**src/rtl/fp_enable_trap.sv**
```systemverilog
module fp_enable_trap #(
  parameter int  LEN_W   = 3,
  parameter bit  SP_ONLY = 1'b0
) (
  input  logic             clk,
  input  logic             rst_n,
  input  logic             wr_en,
  input  logic [31:0]      wr_data,
  output logic [31:0]      rd_data,
  input  logic             ins_valid,
  input  logic [1:0]       ins_class,
  input  logic             ins_dbl,
  input  logic [LEN_W-1:0] vec_len,
  output logic             fp_enabled,
  output logic             undef_trap
);

  localparam logic [1:0] CLS_DP   = 2'b00;
  localparam logic [1:0] CLS_CTRL = 2'b11;
  localparam int         EN_BIT   = 30;
  localparam int         FLG_BIT  = 29;

  logic en_q, flag_q;
  logic is_fp, dp_vector, exempt, vec_hit, off_hit;

  assign is_fp     = ins_valid && (ins_class != CLS_CTRL);
  assign exempt    = SP_ONLY && ins_dbl;
  assign dp_vector = (ins_class == CLS_DP) && (vec_len != '0);
  assign vec_hit   = ins_valid && en_q && dp_vector && !exempt;
  assign off_hit   = is_fp && !en_q;

  assign undef_trap = vec_hit || off_hit;
  assign fp_enabled = en_q;

  always_ff @(posedge clk or negedge rst_n) begin
    if (!rst_n) begin
      en_q   <= 1'b0;
      flag_q <= 1'b0;
    end else begin
      if (wr_en) en_q <= wr_data[EN_BIT];
      if (vec_hit)    flag_q <= 1'b1;
      else if (wr_en) flag_q <= wr_data[FLG_BIT];
    end
  end

  always_comb begin
    rd_data          = '0;
    rd_data[EN_BIT]  = en_q;
    rd_data[FLG_BIT] = flag_q;
  end

endmodule

```
**config.mk**
```make
export PLATFORM = sky130hd
export DESIGN_NAME = fp_enable_trap
export DESIGN_NICKNAME = d
export VERILOG_FILES = /design/src/rtl/fp_enable_trap.sv
export SDC_FILE = /design/constraint.sdc
export NUM_CORES = 1
export LEC_CHECK = 0
export CAP_MARGIN = 20
export CORE_AREA = 2 2 39 41
export DETAILED_ROUTE_END_ITERATION = 16
export DIE_AREA = 0 0 41 43
export DONT_BUFFER_PORTS = 1
export MAX_ROUTING_LAYER = met4
export PLACE_DENSITY_LB_ADDON = 0.1
export SYNTH_ARGS = -nofsm -noshare
export SYNTH_HDL_FRONTEND = slang
export SYNTH_SLANG_ARGS = --single-unit
```
**constraint.sdc**
```tcl
create_clock -name clk -period 2.5 [get_ports clk]
set_clock_uncertainty 0.15 [all_clocks]
set_input_delay 0.125 -clock clk [delete_from_list [all_inputs] [get_ports clk]]
set_output_delay 0.125 -clock clk [all_outputs]
set_load 0.01 [all_outputs]
```
==> impl_results.md, run 1 <==
* Total wire length at roughly 480 um
* Synth Flop Type: dfrtp_1
* CTS clock-pin slew for the worst setup and hold paths at 30 ps
* Maximum buffer depth of the clock tree at 2
* Outcome: completed
* Die width at 41 um
* Crit path DAT at 1550 ps
* Sequential share of power at 0.277
* Post-Syn Instances at between 40 and 50
* Via count at 196
* Largest net degree at the start of global routing at 6
* Synth cell count leaders: buf_4, dfrtp_1, mux2_2
* Slew Limit Fails at 0
* Post-synth EDFFs at 0
* Area contributors post-synth: buf_4, dfrtp_1, mux2_2
* Switch Pwr at between 0.05 and 0.06 mW
* Drt first pass iters at 2
* Final net count at 92
* Remaining antenna violation count at 0
* Antenna Cells at 0
* Die height at between 40 and 50 um
* Initial Util at 0.261
* CTS buffer count at 3
* Period utilisation layout at 0.642
* LEAKAGE at approximately 0.18 nW
* Critical path type: flip-flop to flip-flop
* Post-DP HPWL at 387 um
* Final GP Congestion at 0.564
* YS warnings at 0
* Final Hold Vio Count at 0
* Initial antenna violation count at 0
* Worst endpoint required time at between 2000 and 2500 ps
* Number of setup buffers added after CTS at 0
* Seq cells post-synth at 2
* Clock latency on the worst-skew pair at 220 ps
* Hold Crit Start: wr_data[29]
* Worst R2R Path Depth at 2
* Syn avg cell area at between 8 and 9 um2
* Critical path capture point type: flip-flop
* Reg2reg setup slack at between 800 and 900 ps
* Peak supply drop at 0.000126 V
* Port-buffer cells at 0
* Distinct cells, synth at 10
* Global Route Usage Sum at 0.0628
* CTS tree: yes
* Sequential fraction of the synthesis area at 0.138
* H-tree depth at 1
* Reg2reg end: fp_enabled
* Total Negative Setup Slacks at 0 ps
* CTS Root Cell: clkbuf_4
* Drt drc at 0
* Initial DRC count at 1
* Final non-filler cell total at 64
* FFs w/ async S/R, synth at 1.00
* Crit path to: fp_enabled
* First-pass GRT wire length at 614 um
* Largest area contributor in the netlist: buf_4
* Count leader, synth: buf_4
* Final setup viols at 0
* RSZ-0062 raised after global routing: false
* Comb power frac at 0.259
* PwrDens at 477 nW/um2
* CP max FO at 5
* CORE AREA at 1380 um2
* Minimum clock period after layout at 1610 ps
* Worst Hold Class: input pin to flip-flop
* Worst Hold Depth at 2
* Total gr overflow at 0
* Maxcap violations at 0
* Synthesized cell area at between 300 and 400 um2
* Die ar. at about 1800 um2
* Dpl cells at 56
* Cts hold-fix bufs at 5
* Int Pwr at 0.103 mW
* Vias in the first global route at 158
* Rows at 14
* Via/cell ratio at around 3
* R2R Path Start: fp_enabled
* Share of cells above drive strength 1 at 0.125
* Number of top-level pins at 76
* Critical Path Source: fp_enabled
* FMAX at 623 MHz
* FILL cells at 178
* Switch share at 0.334
* Area growth, synth to finish at -10.7%
* Post_cts resized at 0
* Top-area cell type share of the netlist area at 0.664
* DR WL/cell at 7.48 um
* Worst setup SP type: flip-flop
* Clock power frac at 0.464
* Sink Count at 2
[worst min-delay path by stage]
stage / slack (ps) / end
3_5_place_dp: -320 / fp_enabled
4_1_cts: 10 / flag_q
2_1_floorplan: -320 / flag_q
6_report: 10 / flag_q
3_3_place_gp: -320 / fp_enabled
5_1_grt: 10 / flag_q
[flip-flops by register name, summed over array words and instances, names as in the netlist]
name,count
flag_q,1
fp_enabled,1
[cell type report]
cell class,count,area [um2],area share
timing repair buffer,5,50.0,0.155
multi-input combinational,38,180,0.558
tap,16,20.0,0.0620
clock buffer,3,22.5,0.0698
sequential,2,50.0,0.155
[metrics by stage]
step                instance area [um2]  hold slack [ps]  utilization  power [mW]  setup WS, ps
floorplan                           470             -321            -       0.111          1440
global placement                    250             -321        0.181      0.0752          1330
detailed placement                  250             -321        0.181      0.0747          1330
CTS                                 323             12.8        0.233       0.159           885
global route                        323             14.3        0.233       0.166           856
finish                              323             11.1        0.233       0.154           895
[power groups by stage]
stage / combinational (mW) / sequential (mW) / clock, mW
after CTS: 0.0390 / 0.0431 / 0.0765
after global placement: 0.0314 / 0.0438 / 0
after floorplan: 0.0715 / 0.0397 / 0
after global routing: 0.0450 / 0.0435 / 0.0775
final: 0.0398 / 0.0427 / 0.0714
after detailed placement: 0.0312 / 0.0435 / 0
[cell usage in the layout, fill, tap and decap left out]
cell type / n
dlygate4sd3_1: 5
nand2_1: 1
a32o_1: 1
nor2b_1: 1
nor2_1: 1
mux2_2: 2
or3_4: 1
clkbuf_4: 3
dfrtp_1: 2
conb_1: 30
a41o_1: 1
[kinds of logic (layout without fill, tap and decap cells)]
family,count (synthesis),in the layout,share of synthesized area
muxes,2,2,0.0623
DFF,2,2,0.138
AOI/OAI and AO/OA,2,2,0.0554
buffers and inverters,32,8,0.664
and+or+nand+nor,4,4,0.0692
other,1,30,0.0104
[layer usage]
layer | vias to the layer above | part of all wire | GRT usage
met1 | 91 | 0.16 | 0.0225
met5 | - | 0 | -
met3 | 0 | 0.16 | 0.0419
met4 | 0 | 0 | 0.0800
li1 | 86 | - | -
met2 | 19 | 0.67 | 0.106
[worst max-delay path, stage by stage (launching register included)]
cell and delay, ps:
dfrtp_1 480, mux2_2 300, dlygate4sd3_1 550
(Power assumes the default switching activity.)
==> run 2, diff against run 1 <==
==> constraint.sdc (replaced) <==
create_clock -name clk -period 1.64 [get_ports clk]
set_clock_uncertainty 0.15 [all_clocks]
set_input_delay 0.082 -clock clk [delete_from_list [all_inputs] [get_ports clk]]
set_output_delay 0.082 -clock clk [all_outputs]
set_load 0.01 [all_outputs]
==> run 2 against run 1 <==
Sequential cell count unchanged. Non-clock buffer count increased by 5. Hold slack gained 8.3 ps. Largest cell class unchanged. Highest routed layer is now met4.
==> impl_results.md, run 2 (same netlist as run 1, synthesis figures left out) <==
* Rows at 14 (unchanged)
* Crit path DAT at 1510 ps (was 1550 ps)
* Final GP Congestion at 0.564 (unchanged)
* Die width at 41 um (unchanged)
* Area growth, synth to finish at 3.46% (was -10.7%)
* Slew Limit Fails at 0 (unchanged)
* Remaining antenna violation count at 0 (unchanged)
* Critical path depth at 2 (unchanged)
* Critical Path Source: fp_enabled (unchanged)
* Largest delay contributor family on the critical path: buffers and inverters (unchanged)
* Total Negative Setup Slacks at 0 ps (unchanged)
* Port-buffer cells at 0 (unchanged)
* PwrDens at 656 nW/um2 (was 477 nW/um2)
* Drt first pass iters at 4 (was 2)
* Via count at 222 (was 196)
* CP Cell Sequence: mux2_2, dlygate4sd3_1 (unchanged)
* Initial DRC count at 2 (was 1)
* FILL cells at 173 (was 178)
* CORE AREA at 1380 um2 (unchanged)
* RSZ-0062 raised after global routing: false (unchanged)
* Maxcap violations at 0 (unchanged)
* Commonest cells after routing, fill and taps aside: conb_1, dlygate4sd3_1, clkbuf_4 (unchanged)
* Worst path slowest cell: dlygate4sd3_1 (unchanged)
* Worst R2R Path Depth at 2 (unchanged)
* Vias in the first global route at 190 (was 158)
* Hold Crit Start: ins_class[0] (was wr_data[29])
* Share of cells above drive strength 1 at 0.132 (was 0.125)
* Total gr overflow at 0 (unchanged)
* Worst endpoint required time at 1590 ps (was 2450 ps)
* Period utilisation layout at 0.956 (was 0.642)
* Total wire length at 565 um (was 479 um)
* Initial antenna violation count at 0 (unchanged)
* FMAX at 638 MHz (was 623 MHz)
* Via/cell ratio at 3.22 (was 3.06)
* Initial Util at 0.261 (unchanged)
* Worst Hold Depth at 2 (unchanged)
* H-tree depth at 1 (unchanged)
* Maximum buffer depth of the clock tree at 2 (unchanged)
* Worst Hold Class: input pin to flip-flop (unchanged)
* Drt drc at 0 (unchanged)
* Global Route Usage Sum at 0.0710 (was 0.0628)
* First-pass GRT wire length at 717 um (was 614 um)
* CTS Root Cell: clkbuf_4 (unchanged)
* R2R Path Start: fp_enabled (unchanged)
* Final setup viols at 0 (unchanged)
* CTS tree: yes (unchanged)
* Minimum clock period after layout at 1570 ps (was 1610 ps)
* Tot Pwr at 0.245 mW (was 0.154 mW)
* Worst setup SP type: flip-flop (unchanged)
* Die height at 43 um (unchanged)
* CP max FO at 5 (unchanged)
* Outcome: completed (unchanged)
* Final core occ at 0.270 (was 0.233)
* Final Hold Vio Count at 0 (unchanged)
* CP max stage delay at 550 ps (about the same)
* Number of top-level pins at 76 (unchanged)
* Critical path type: flip-flop to flip-flop (unchanged)
* Antenna Cells at 0 (unchanged)
* Clock latency on the worst-skew pair at 220 ps (about the same)
* LEAKAGE at 0.200 nW (was 0.181 nW)
* CTS buffer count at 3 (unchanged)
* Largest net degree at the start of global routing at 6 (unchanged)
* Buf+Inv Stages, Crit Path at 1 (unchanged)
* Leading cell type in the layout, fill and taps excluded: conb_1 (unchanged)
* Post-DP HPWL at 387 um (unchanged)
* Final net count at 97 (was 92)
* Sink Count at 2 (unchanged)
* Critical path capture point type: flip-flop (unchanged)
* Peak supply drop at 0.000199 V (was 0.000126 V)
* Die ar. at 1760 um2 (unchanged)
* Hold slack at 19.4 ps (was 11.1 ps)
* CTS clock-pin slew for the worst setup and hold paths at 30 ps (about the same)
* DR WL/cell at 8.19 um (was 7.48 um)
[run 2: cell count changes in the layout (fill, tap and decap cells not counted)]
cell,delta
dfrtp_1,-1
dfrtp_2,+1
dlygate4sd3_1,+5
[run 2: power by group]
group / internal [mW] / leakage, nW / total, mW / switching [mW]
combinational: 0.0283 / 0.165 / 0.0708 / 0.0425
sequential: 0.0556 / 0.0221 / 0.0657 / 0.0101
clock: 0.0807 / 0.0138 / 0.109 / 0.0281
[run 2: cell type report]
| class | count | area (um2) | area share |
|---|---|---|---|
| repair buffers | 10 | 100 | 0.268 |
| well taps | 16 | 20.0 | 0.0535 |
| multi-input cells | 38 | 180 | 0.482 |
| clock buffers | 3 | 22.5 | 0.0602 |
| flip-flops and latches | 2 | 51.3 | 0.137 |
[run 2: worst paths after layout]
check                        endpoint  slack, ps
setup / recovery           fp_enabled         70
hold / removal                 flag_q         20
setup reg to reg           fp_enabled         70
hold reg to reg                flag_q        510
max in group asynchronous  fp_enabled        710
min in group asynchronous      flag_q        490
[run 2: repair_timing]
action | 4_1_cts | 5_1_grt
buffers inserted | 0 | 0
hold buffers | 10 | 0
endpoints found under the setup margin | 0 | 1
endpoints found under the hold margin | 4 | 0
resized for setup | 0 | 1
[run 2: stage by stage]
step                cells  setup slack, ps  instance area (um2)
CTS                    69             24.7                  373
global route           69             45.5                  374
finish                 69             72.7                  374
global placement       56              471                  250
floorplan              72              583                  470
detailed placement     56              467                  250
[run 2: worst register-to-register path: stages (launching register included)]
cell	delay (ps)
dfrtp_2	460
mux2_2	280
dlygate4sd3_1	550
[run 2: per-layer routing]
metal	part of all wire	vias up	track usage
met2	0.66	21	0.116
met3	0.14	4	0.0419
met4	0.041	0	0.100
met5	0	-	-
li1	-	96	-
met1	0.16	101	0.0289
==> run 3, diff against run 2 <==
--- a/config.mk
+++ b/config.mk
@@ -6,9 +6,9 @@
 export NUM_CORES = 1
 export LEC_CHECK = 0
 export CAP_MARGIN = 20
-export CORE_AREA = 2 2 39 41
+export CORE_AREA = 5 5 42 44
 export DETAILED_ROUTE_END_ITERATION = 16
-export DIE_AREA = 0 0 41 43
+export DIE_AREA = 0 0 47 49
 export DONT_BUFFER_PORTS = 1
 export MAX_ROUTING_LAYER = met4
 export PLACE_DENSITY_LB_ADDON = 0.1
==> run 3 against run 2 <==
Count of clock-buffer cells in the layout unchanged. Sequential power barely moved. Sequential cell count unchanged. Non-clock buffer count down 1. Clock power hardly changed. Sequential share of layout area up 0.38 points. Power shrank 1.5%. Critical endpoint unchanged. First-iteration DRC count stayed put.
==> impl_results.md, run 3 (same netlist as run 1, synthesis figures left out) <==
* Number of setup buffers added after CTS at 0 (unchanged)
* LEAKAGE at 0.196 nW (was 0.200 nW)
* Final net count at 96 (was 97)
* Global Route Usage Sum at 0.0606 (was 0.0710)
* PwrDens at 664 nW/um2 (was 656 nW/um2)
* Via count at 205 (was 222)
* Commonest cells after routing, fill and taps aside: conb_1, dlygate4sd3_1, clkbuf_4 (unchanged)
* CORE AREA at 1400 um2 (was 1380 um2)
* Minimum clock period after layout at 1570 ps (about the same)
* Total wire length at 663 um (was 565 um)
* Initial Util at 0.258 (was 0.261)
* Die ar. at 2300 um2 (was 1760 um2)
* Die height at 49 um (was 43 um)
* CTS Root Cell: clkbuf_4 (unchanged)
* Clock latency on the worst-skew pair at 220 ps (about the same)
* First-pass GRT wire length at 945 um (was 717 um)
* Area growth, synth to finish at 0.692% (was 3.46%)
* Worst path slowest cell: dlygate4sd3_1 (unchanged)
* H-tree depth at 1 (unchanged)
* Maxcap violations at 0 (unchanged)
* Largest delay contributor family on the critical path: buffers and inverters (unchanged)
* CP max FO at 5 (unchanged)
* Buf+Inv Stages, Crit Path at 1 (unchanged)
* Largest net degree at the start of global routing at 6 (unchanged)
* CP max stage delay at 550 ps (about the same)
* Number of top-level pins at 76 (unchanged)
* Remaining antenna violation count at 0 (unchanged)
* Critical path type: flip-flop to flip-flop (unchanged)
* Drt first pass iters at 2 (was 4)
* Period utilisation layout at 0.955 (was 0.956)
* CTS tree: yes (unchanged)
* Critical path capture point type: flip-flop (unchanged)
* Peak supply drop at 0.000285 V (was 0.000199 V)
* Final setup viols at 0 (unchanged)
* Post-DP HPWL at 584 um (was 387 um)
* Worst Hold Class: input pin to flip-flop (unchanged)
* Die width at 47 um (was 41 um)
* Slew Limit Fails at 0 (unchanged)
* Hold slack at 3.95 ps (was 19.4 ps)
* Sink Count at 2 (unchanged)
* Crit path DAT at 1510 ps (about the same)
* Final Hold Vio Count at 0 (unchanged)
* Via/cell ratio at 3.01 (was 3.22)
* Total gr overflow at 0 (unchanged)
* RSZ-0062 raised after global routing: false (unchanged)
* Worst endpoint required time at 1590 ps (about the same)
* Leading cell type in the layout, fill and taps excluded: conb_1 (unchanged)
* Initial antenna violation count at 0 (unchanged)
* Outcome: completed (unchanged)
* Share of cells above drive strength 1 at 0.135 (was 0.132)
* Drt drc at 0 (unchanged)
* CTS clock-pin slew for the worst setup and hold paths at 30 ps (about the same)
* Post-placement cell area at 250 um2 (unchanged)
* Antenna Cells at 0 (unchanged)
* Vias in the first global route at 211 (was 190)
* Port-buffer cells at 0 (unchanged)
* DR WL/cell at 9.75 um (was 8.19 um)
* Post-route cell area at 364 um2 (was 374 um2)
* Total Negative Setup Slacks at 0 ps (unchanged)
* FILL cells at 161 (was 173)
* Maximum buffer depth of the clock tree at 2 (unchanged)
* FMAX at 638 MHz (about the same)
* Initial DRC count at 2 (unchanged)
* CP Cell Sequence: mux2_2, dlygate4sd3_1 (unchanged)
* Worst setup SP type: flip-flop (unchanged)
* Rows at 14 (unchanged)
* Final GP Congestion at 0.494 (was 0.564)
* CTS buffer count at 3 (unchanged)
-- run 3: worst reg2reg max path, cell delays in order (launching register included) --
cell           delay [ps]
dfrtp_2               460
mux2_2                280
dlygate4sd3_1         550
-- run 3: power breakdown --
part / internal [mW] / switching [mW] / leakage [nW] / total, mW
Clock: 0.0805 / 0.0263 / 0.0138 / 0.107
Sequential: 0.0557 / 0.00994 / 0.0221 / 0.0656
Combinational: 0.0267 / 0.0425 / 0.160 / 0.0692
Total: 0.163 / 0.0787 / 0.196 / 0.242
-- run 3: repair_timing --
| action | 4_1_cts | 5_1_grt |
|---|---|---|
| setup endpoints to repair | 0 | 1 |
| hold endpoints to repair | 4 | 0 |
| hold buffers | 9 | 0 |
| resized for setup | 0 | 1 |
-- run 3: worst paths after layout --
kind,start,endpoint,slack (ps),cells after the start
worst max-delay path,fp_enabled,fp_enabled,70,2
worst min-delay path,vec_len[1],flag_q,4,2
worst max register to register,fp_enabled,fp_enabled,70,2
worst min register to register,fp_enabled,flag_q,510,1
max in group asynchronous,rst_n,fp_enabled,720,2
min in group asynchronous,rst_n,flag_q,480,2
-- run 3: through the flow --
step	util	std cells	power (mW)	setup WS, ps
2_1_floorplan	-	72	0.169	583
3_3_place_gp	0.179	56	0.114	472
3_5_place_dp	0.179	56	0.114	475
4_1_cts	0.259	68	0.248	15.4
5_1_grt	0.260	68	0.262	44.5
6_report	0.260	68	0.242	73.6
-- run 3: routing by layer --
metal | global-route usage | routed length [um] | vias to the layer above
li1 | - | - | 94
met2 | 0.120 | 419 | 17
met4 | 0.0276 | 0 | 0
met5 | - | 0 | -
met3 | 0.0554 | 136 | 0
met1 | 0.0220 | 107 | 94
-- run 3: final cells by class --
class | count | area [um2] | share of cell area
timing repair buffer | 9 | 90.1 | 0.247
multi-input combinational | 38 | 180 | 0.495
sequential | 2 | 51.3 | 0.141
clock buffer | 3 | 22.5 | 0.0619
tap | 16 | 20.0 | 0.0550
